`src/rtl/fetch_pkg.sv`:
```
// Shared types for the fetch unit.
// Assumes: the policy encoding is fixed at build time.
package fetch_pkg;
    typedef enum logic [1:0] {
        POL_DELAY     = 2'd0,
        POL_SQUASH_NT = 2'd1,
        POL_LIKELY    = 2'd2
    } br_policy_e;
endpackage

```
`src/rtl/npc_select.sv`:
```
// Next-PC selection: exception over redirect over sequential step.
// Assumes: decode signals describe the word in the decode tag, and that
// word is only honoured when its valid bit is set.
module npc_select #(
    parameter int PC_W = 32,
    parameter int STEP = 4
) (
    input  logic [PC_W-1:0] pc_q,
    input  logic            stall_i,
    input  logic            exc_i,
    input  logic [PC_W-1:0] exc_vector_i,
    input  logic            dec_valid_q,
    input  logic            dec_br_i,
    input  logic            dec_jmp_i,
    input  logic            dec_cond_i,
    input  logic [PC_W-1:0] dec_target_i,
    output logic [PC_W-1:0] npc,
    output logic            advance,
    output logic            take,
    output logic            ctl_seen
);
    localparam logic [PC_W-1:0] STEP_V = PC_W'(STEP);

    logic ctl_live;

    // Qualify decode control with valid bit, stall and exception.
    always_comb begin
        ctl_live = dec_valid_q && !stall_i && !exc_i;
        ctl_seen = ctl_live && (dec_br_i || dec_jmp_i);
        take     = ctl_live && (dec_jmp_i || (dec_br_i && dec_cond_i));
        advance  = exc_i || !stall_i;
    end

    // Priority mux for the next fetch address.
    always_comb begin
        if (exc_i)
            npc = exc_vector_i;
        else if (take)
            npc = dec_target_i;
        else
            npc = pc_q + STEP_V;
    end
endmodule

```
`src/rtl/slot_keep.sv`:
```
// Decides whether the word fetched behind a branch or jump executes.
// Assumes: ctl_seen marks a qualified branch or jump in decode, and take
// marks that it redirects.
module slot_keep #(
    parameter fetch_pkg::br_policy_e POLICY = fetch_pkg::POL_DELAY
) (
    input  logic ctl_seen,
    input  logic take,
    output logic keep
);
    generate
        if (POLICY == fetch_pkg::POL_SQUASH_NT) begin : g_pnt
            // Keep the slot only on fall-through.
            always_comb keep = !ctl_seen || !take;
        end else if (POLICY == fetch_pkg::POL_LIKELY) begin : g_likely
            // Keep the slot only when the redirect happens.
            always_comb keep = !ctl_seen || take;
        end else begin : g_delay
            // The slot always executes.
            always_comb keep = 1'b1;
        end
    endgenerate
endmodule

```
`src/rtl/exc_capture.sv`:
```
// Records the restart address and cause when an exception is raised.
// Assumes: a delay-slot word sits exactly STEP bytes after its branch.
module exc_capture #(
    parameter int PC_W    = 32,
    parameter int CAUSE_W = 5,
    parameter int STEP    = 4
) (
    input  logic               clk,
    input  logic               rst_n,
    input  logic               exc_i,
    input  logic [PC_W-1:0]    exc_pc_i,
    input  logic               exc_in_slot_i,
    input  logic [CAUSE_W-1:0] exc_cause_i,
    output logic [PC_W-1:0]    restart_pc_o,
    output logic [CAUSE_W-1:0] cause_o
);
    localparam logic [PC_W-1:0] STEP_V = PC_W'(STEP);

    logic [PC_W-1:0] restart_d;

    // Point back at the branch when the fault is in its slot.
    always_comb restart_d = exc_in_slot_i ? (exc_pc_i - STEP_V) : exc_pc_i;

    // Capture registers, loaded only on an exception.
    always_ff @(posedge clk) begin
        if (!rst_n) begin
            restart_pc_o <= '0;
            cause_o      <= '0;
        end else if (exc_i) begin
            restart_pc_o <= restart_d;
            cause_o      <= exc_cause_i;
        end
    end
endmodule

```
`src/rtl/npc_fetch_unit.sv`:
```
// Fetch unit top: PC register, decode tag register, next-PC selection,
// slot policy and exception capture.
// Assumes: single-cycle instruction memory addressed by pc_o, so the word
// at pc_o enters decode on the next advancing edge.
module npc_fetch_unit #(
    parameter int                    PC_W      = 32,
    parameter int                    CAUSE_W   = 5,
    parameter int                    STEP      = 4,
    parameter logic [PC_W-1:0]       RESET_VEC = 32'h0000_1000,
    parameter fetch_pkg::br_policy_e POLICY    = fetch_pkg::POL_DELAY
) (
    input  logic               clk,
    input  logic               rst_n,
    input  logic               stall_i,
    input  logic               dec_br_i,
    input  logic               dec_jmp_i,
    input  logic               dec_cond_i,
    input  logic [PC_W-1:0]    dec_target_i,
    input  logic               exc_i,
    input  logic [PC_W-1:0]    exc_vector_i,
    input  logic [PC_W-1:0]    exc_pc_i,
    input  logic               exc_in_slot_i,
    input  logic [CAUSE_W-1:0] exc_cause_i,
    output logic [PC_W-1:0]    pc_o,
    output logic [PC_W-1:0]    dec_pc_o,
    output logic               dec_valid_o,
    output logic [PC_W-1:0]    restart_pc_o,
    output logic [CAUSE_W-1:0] cause_o
);
    logic [PC_W-1:0] pc_q;
    logic [PC_W-1:0] dec_pc_q;
    logic            dec_valid_q;
    logic [PC_W-1:0] npc;
    logic            advance;
    logic            take;
    logic            ctl_seen;
    logic            keep;
    logic            dec_valid_d;

    npc_select #(.PC_W(PC_W), .STEP(STEP)) u_sel (
        .pc_q         (pc_q),
        .stall_i      (stall_i),
        .exc_i        (exc_i),
        .exc_vector_i (exc_vector_i),
        .dec_valid_q  (dec_valid_q),
        .dec_br_i     (dec_br_i),
        .dec_jmp_i    (dec_jmp_i),
        .dec_cond_i   (dec_cond_i),
        .dec_target_i (dec_target_i),
        .npc          (npc),
        .advance      (advance),
        .take         (take),
        .ctl_seen     (ctl_seen)
    );

    slot_keep #(.POLICY(POLICY)) u_keep (
        .ctl_seen (ctl_seen),
        .take     (take),
        .keep     (keep)
    );

    exc_capture #(.PC_W(PC_W), .CAUSE_W(CAUSE_W), .STEP(STEP)) u_cap (
        .clk           (clk),
        .rst_n         (rst_n),
        .exc_i         (exc_i),
        .exc_pc_i      (exc_pc_i),
        .exc_in_slot_i (exc_in_slot_i),
        .exc_cause_i   (exc_cause_i),
        .restart_pc_o  (restart_pc_o),
        .cause_o       (cause_o)
    );

    // A flushed fetch enters decode as a NOP.
    always_comb dec_valid_d = !exc_i && keep;

    // PC register.
    always_ff @(posedge clk) begin
        if (!rst_n)
            pc_q <= RESET_VEC;
        else if (advance)
            pc_q <= npc;
    end

    // Decode tag register: address and valid bit of the fetched word.
    always_ff @(posedge clk) begin
        if (!rst_n) begin
            dec_pc_q    <= RESET_VEC;
            dec_valid_q <= 1'b0;
        end else if (advance) begin
            dec_pc_q    <= pc_q;
            dec_valid_q <= dec_valid_d;
        end
    end

    // Port drive.
    always_comb begin
        pc_o        = pc_q;
        dec_pc_o    = dec_pc_q;
        dec_valid_o = dec_valid_q;
    end
endmodule

```
`config.mk`:
```
export PLATFORM = sky130hd
export DESIGN_NAME = npc_fetch_unit
export DESIGN_NICKNAME = d
export VERILOG_FILES = /design/src/rtl/fetch_pkg.sv /design/src/rtl/npc_select.sv /design/src/rtl/slot_keep.sv /design/src/rtl/exc_capture.sv /design/src/rtl/npc_fetch_unit.sv
export SDC_FILE = /design/constraint.sdc
export NUM_CORES = 1
export LEC_CHECK = 0
export ABC_AREA = 1
export BUFFER_PORTS_ARGS = -buffer_cell sky130_fd_sc_hd__buf_2
export CAP_MARGIN = 20
export CELL_PAD_IN_SITES_DETAIL_PLACEMENT = 2
export CELL_PAD_IN_SITES_GLOBAL_PLACEMENT = 2
export CORE_UTILIZATION = 23
export CTS_CLUSTER_DIAMETER = 60
export DETAILED_ROUTE_END_ITERATION = 7
export PLACE_DENSITY_LB_ADDON = 0.15
export SLEW_MARGIN = 20
export SYNTH_ARGS = -nofsm -noshare
export SYNTH_HDL_FRONTEND = slang
export SYNTH_SLANG_ARGS = --single-unit
```
`constraint.sdc`:
```
create_clock -name clk -period 1.3 [get_ports clk]
set_input_delay 0.26 -clock clk [delete_from_list [all_inputs] [get_ports clk]]
set_output_delay 0.26 -clock clk [all_outputs]
set_load 0.03 [all_outputs]
```
==> flow_summary.ini, run 1 <==
[global_route]
track_usage_pct = 21.2
grt_pass1_wl_um = 42400
gr-total-overflow = 0
antenna_found_initial = 0
grt_pass1_vias = 7747
grt_max_degree = 33

[sta]
setup_slack_ns = -0.289
hold_viol = 0
drv_slew = 0
period_share_pct = 122
fin_skew_ns = 0.0100
worst_slew_pin_slew_ns = 0.363
rsz0062_at_grt = true
max_freq_mhz = 629
fin_crit_ns = 1.59
max_slew_margin_pct = 75.8
finalSetupViolCount = 30

[logic_synthesis]
async_flop_share_pct = 0
synth_ff_type = dfxtp_1
synthCells = 848
ys_types = 40
synth_area_sq_mm = 0.00573
yosysTopAreaCell = dfxtp_1
yosys.cell_count.top_type = nand2_1
synth_edf_count = 0
synth_nets = 959
synth_area_per_cell_sq_um = 6.76
synth_area_leaders = dfxtp_1, nand2_1, o21ai_0, a21oi_1, inv_1
ys_seq_area_share_pct = 35.6
synth_top_area_share_pct = 35.6
synth_common_cells = nand2_1, dfxtp_1, inv_1, o21ai_0, nor2_1
yosys_warnings = 0
ys_seq_elements = 102

[worst_setup_path]
worst_setup_path_start_kind = flip-flop
critPathCaptureType = flip-flop
worst-setup-path-type = flip-flop to flip-flop
worst-endpoint-required_ns = 1.55
worstPathMaxFanout = 3
crit_arrival_ns = 1.84

[power_and_ir_drop]
ir_worst_vdd_mv = 0.441
intPower_mw = 5.71
pwr-share-comb_pct = 25.1
netSwitchingFraction_pct = 33.4
p_leak_nw = 4.35
p_clk_share_pct = 34.1
seq_power_share_pct = 40.8
powerDensity_mw_per_mm2 = 923
finalPower_mw = 8.57
switchingPower_mw = 2.86

[clock_tree]
cts_buffers = 9
clkLatencyLatePin_ns = 0.36
cts.sinks = 102
cts_root_buf = clkbuf_16
cts_tree = done
htreeDepth = 3
clk_path_buf_depth = 2
clk_pin_slew_worst_paths_ns = 0.08

[run]
max_cap_violations = 0

[finish]
nNetsFinal = 1296
regArea_sq_mm = 0.00212
fin_util_pct = 38.1
diodes = 0
layout-drive-gt1-share_pct = 45.6
nFillCells = 2939
area_growth_pct = 61.9
multi_input_area_sq_mm = 0.00360

[drt]
drt-total-wl_um = 27900
first_pass_iters = 4
vias = 7048
wl_per_cell_um = 18.4
post-route-drc-count = 0
antenna_left = 0
vias_per_cell = 4.66
drt_iter0_drc = 239

[floorplan]
io_pins = 211
start_util_pct = 23.5
die_w_um = 160
rows = 57
fp.dieH_um = 160
dieArea_sq_mm = 0.0256
core_sq_mm = 0.0244

[placed_design]
portBuffers = 210
place_congestion = 0.802
hpwl_um = 21400

[run_status]
violations = setup timing
status = complete, but fails checks

[min_path]
hold_class = input port to flip-flop
layout make-up:
| cell class | count | share of cell area [%] |
|---|---|---|
| repair buffers | 361 | 26.6 |
| flip-flops and latches | 102 | 22.8 |
| well taps | 324 | 4.37 |
| multi-input cells | 612 | 38.7 |
| clock inverters | 3 | 0.243 |
| clock buffers | 13 | 3.05 |
| inverters | 99 | 4.19 |
registers in the layout, indices dropped and copies added (netlist names):
signal,count
u_cap.cause_o,5
dec_pc_o,32
dec_valid_o,1
pc_o,32
u_cap.restart_pc_o,32
power groups by stage:
stage / logic (mW) / registers [mW] / clock network (mW)
6_report: 2.15 / 3.50 / 2.92
2_1_floorplan: 0.619 / 3.95 / 0
4_1_cts: 2.10 / 3.49 / 2.99
3_5_place_dp: 2.01 / 3.55 / 0
5_1_grt: 2.32 / 3.52 / 3.13
3_3_place_gp: 1.97 / 3.54 / 0
repair_timing:
item / 4_1_cts / 5_1_grt
hold buffers: 0 / 0
pin swaps: 24 / 36
buffers inserted: 12 / 9
hold endpoints to repair: 0 / 0
endpoints found under the setup margin: 45 / 48
gates resized for setup: 113 / 77
worst max-delay path: stages (launching register included):
cell and delay (ns):
dfxtp_4 0.36, ha_4 0.15, nand2_4 0.07, nor2_4 0.17
inv_2 0.08, buf_4 0.14, o21ai_1 0.19, nand3_1 0.11
o211ai_1 0.11, a21oi_1 0.09
placed cells by master, fill, tap and decap left out, types with 3 or more instances in the layout:
cell | netlist | routed
buf_2 | 8 | 182
nand2_1 | 181 | 150
buf_4 | 0 | 138
inv_1 | 87 | 82
o21ai_0 | 84 | 78
dfxtp_1 | 102 | 73
a21oi_1 | 72 | 64
nand3_1 | 63 | 58
nor2_1 | 81 | 52
nor2_4 | 10 | 33
buf_6 | 4 | 32
nand2_2 | 5 | 26
o21ai_1 | 16 | 20
dfxtp_4 | 0 | 15
dfxtp_2 | 0 | 14
nor2_2 | 7 | 13
xor2_1 | 16 | 13
inv_2 | 10 | 11
nand4_1 | 11 | 11
clkbuf_16 | 0 | 11
a31oi_1 | 10 | 10
nand2_4 | 0 | 9
a21oi_2 | 1 | 9
o211ai_1 | 8 | 8
or2_2 | 7 | 7
a22o_1 | 7 | 7
buf_12 | 0 | 7
nand3_2 | 1 | 5
o21bai_1 | 5 | 5
nor2_8 | 4 | 4
nand3_4 | 3 | 4
inv_6 | 0 | 3
inv_4 | 0 | 3
xor2_2 | 0 | 3
xnor2_1 | 3 | 3
through the flow:
| stage | instance area (sq um) | std cells | setup slack (ns) | hold WS (ns) | setup TNS [ns] |
|---|---|---|---|---|---|
| after floorplan | 5850 | 848 | -0.116 | 0.399 | -0.375 |
| after global placement | 8210 | 1481 | -0.256 | 0.434 | -7.80 |
| after detailed placement | 8210 | 1481 | -0.326 | 0.443 | -10.03 |
| after CTS | 8960 | 1508 | -0.193 | 0.110 | -3.59 |
| after global routing | 9280 | 1514 | -0.395 | 0.124 | -7.25 |
| final | 9280 | 1514 | -0.289 | 0.122 | -4.51 |
worst paths after layout:
kind                            depth (start not counted)                               start                            endpoint  slack, ns
worst max register to register                          9                pc_o[2]$_SDFFE_PN0P_               pc_o[14]$_SDFFE_PN0P_      -0.29
worst min register to register                          2  u_cap.restart_pc_o[2]$_SDFFE_PN0P_  u_cap.restart_pc_o[2]$_SDFFE_PN0P_       0.45
worst min-delay path                                    2                      exc_cause_i[3]       u_cap.cause_o[3]$_SDFFE_PN0P_       0.12
worst max-delay path                                    9                pc_o[2]$_SDFFE_PN0P_               pc_o[14]$_SDFFE_PN0P_      -0.29
metal layers:
metal | global-route usage [%] | vias to the layer above | wire [um]
met5 | 0 | - | 0
met4 | 5.28 | 0 | 524
met3 | 3.12 | 34 | 918
met2 | 40.6 | 142 | 14800
met1 | 24.4 | 3417 | 11700
li1 | - | 3455 | -
logic make-up after synthesis:
group / count (synthesis) / synth area share, %
buffers and inverters: 134 / 9.47
AO/OA/AOI/OAI: 211 / 20.4
XOR/XNOR: 19 / 2.90
AND/OR/NAND/NOR: 380 / 31.2
adder cells (fa/ha/maj): 2 / 0.436
flip-flops: 102 / 35.6
No activity file was read; power rests on OpenSTA's default activity.
==> run 2, diff against run 1 <==
- CORE_ASPECT_RATIO: default -> 0.6
==> run 2 against run 1 <==
Compared with the run above:
- sequential share of layout area shrank 1.1 points
- largest cell class unchanged
- die area is essentially flat
- the flow still finishes with violations (setup timing)
- register-to-register slack barely moved
- maximum frequency grew 0.50%
- final cell count is 2.1% higher
- utilization increased by 2.2 points
- total power rose by 1.6%
- via count rose by 3.7%
- highest routed layer is now met5
- setup slack improved by 0.0078 ns
- clock skew is 0.0024 ns lower
- global-route usage is 2.2 points higher
- sequential cell count is the same
==> flow_summary.ini, run 2 (synthesis results as in run 1) <==
[clock_tree]
htreeDepth = 3
cts_root_buf = clkbuf_16
clk_path_buf_depth = 2
cts_buffers = 9
clk_pin_slew_worst_paths_ns = 0.08
clkLatencyLatePin_ns = 0.37
cts.sinks = 102
cts_hold_buf = 0
cts_tree = done

[run_status]
status = complete, but fails checks
violations = setup timing

[worst_setup_path]
slowest_stage = dfxtp_4
worst-setup-path-type = flip-flop to flip-flop
worstPathMaxFanout = 3
critPathCaptureType = flip-flop
crit_chain = nand2_2 -> nor2_2 -> buf_4 -> nand2_1 -> nor2_2 -> nand2_1 -> nand2_1 -> nand3_1 -> nand3_1 -> a21oi_2
path_buf_inv = 1
critPathTopFamily = simple AND/OR/NAND/NOR gates
worst_setup_path_start_kind = flip-flop
path_common_cell = nand2_1
crit_arrival_ns = 1.83
worst-endpoint-required_ns = 1.55
max_stage_delay_ns = 0.40

[placed_design]
preCtsSetupSlack_ns = -0.332
place_congestion = 0.867
hpwl_um = 23600
portBuffers = 210
place_inst = 1495
dpl-instance-area_sq_mm = 0.00842

[power_and_ir_drop]
powerDensity_mw_per_mm2 = 889
p_leak_nw = 4.65
ir_worst_vdd_mv = 0.599
finalPower_mw = 8.71

[sta]
worst_slew_pin_slew_ns = 0.389
fin_skew_ns = 0.00764
hold_viol = 0
drv_slew = 0
whs_ns = 0.123
max_freq_mhz = 633
setup_slack_ns = -0.281
period_share_pct = 122
fin_crit_ns = 1.58
rsz0062_at_grt = true
finalSetupViolCount = 31
max_slew_margin_pct = 74.0

[global_route]
grt_pass1_wl_um = 45400
grt_pass1_vias = 7754
antenna_found_initial = 5
grt_max_degree = 39
gr-total-overflow = 0
track_usage_pct = 23.4

[finish]
final_area_sq_mm = 0.00979
nNetsFinal = 1326
final_cell_mix = buf_2, nand2_1, buf_4
layout-drive-gt1-share_pct = 48.8
final_cell_count_no_fill = 1546
area_growth_pct = 70.8
layout_commonest_cell = buf_2

[drt]
vias_per_cell = 4.73
antenna_left = 0
post-route-drc-count = 0
drt_iter0_drc = 281
wl_per_cell_um = 20.2
first_pass_iters = 4
drt-total-wl_um = 31300
vias = 7306

[floorplan]
die_w_um = 206
core_sq_mm = 0.0243
fp.dieH_um = 124
start_util_pct = 23.6
io_pins = 211
dieArea_sq_mm = 0.0256
rows = 44

[min_path]
hold_class = input port to flip-flop

[run]
max_cap_violations = 0
[run 2: cell types whose count changed in the layout (fill, tap and decap cells not counted), sizes merged]
cell | before | now
buf | 360 | 389
bufinv | 0 | 1
clkbuf | 14 | 13
clkinv | 3 | 5
diode | 0 | 4
inv | 99 | 98
[run 2: routing by layer]
metal	part of all wire, %	vias up	GRT usage [%]	wire length [um]
met5	0.042	-	0	13
met4	0.80	2	3.81	250
met3	5.4	14	4.60	1680
met2	43	147	34.4	13500
met1	51	3625	35.2	15900
li1	-	3518	-	-
[run 2: path summary, 6_finish.rpt]
| kind | cells past startpoint | to | slack, ns | start |
|---|---|---|---|---|
| min reg2reg | 2 | u_cap.restart_pc_o[21]$_SDFFE_PN0P_ | 0.47 | u_cap.restart_pc_o[21]$_SDFFE_PN0P_ |
| max | 10 | pc_o[25]$_SDFFE_PN0P_ | -0.28 | pc_o[10]$_SDFFE_PN0P_ |
| max reg2reg | 10 | pc_o[25]$_SDFFE_PN0P_ | -0.28 | pc_o[10]$_SDFFE_PN0P_ |
| min | 2 | u_cap.cause_o[1]$_SDFFE_PN0P_ | 0.12 | exc_cause_i[1] |
[run 2: power by group]
group          internal, mW  switching, mW
Combinational         0.921           1.38
Sequential             3.32          0.182
Clock                  1.51           1.40
[run 2: metrics by stage]
| step | TNS [ns] | util, % |
|---|---|---|
| final | -5.32 | 40.3 |
| after global routing | -8.22 | 40.2 |
| after CTS | -3.68 | 37.6 |
| after detailed placement | -14.51 | 34.6 |
| after global placement | -10.90 | 34.6 |
| after floorplan | -0.375 | - |
[run 2: worst register-to-register path, stage by stage (launching register included)]
cell,delay [ns]
dfxtp_4,0.40
nand2_2,0.11
nor2_2,0.19
buf_4,0.15
nand2_1,0.09
nor2_2,0.14
nand2_1,0.09
nand2_1,0.08
nand3_1,0.08
nand3_1,0.10
a21oi_2,0.06
[run 2: layout make-up]
| class | instances | area (sq um) |
|---|---|---|
| fillers | 2820 | 14500 |
| repair buffers | 391 | 2900 |
| well taps | 322 | 403 |
| clock inverters | 5 | 57.6 |
| flip-flops and latches | 102 | 2130 |
| inverters | 99 | 394 |
| clock buffers | 11 | 233 |
| multi-input cells | 612 | 3670 |
| diodes | 4 | 10.0 |
[run 2: what timing repair did]
action,4_1_cts,5_1_grt
resized for setup,101,149
setup endpoints to repair,50,58
pin swaps,22,47
buffers inserted,16,21
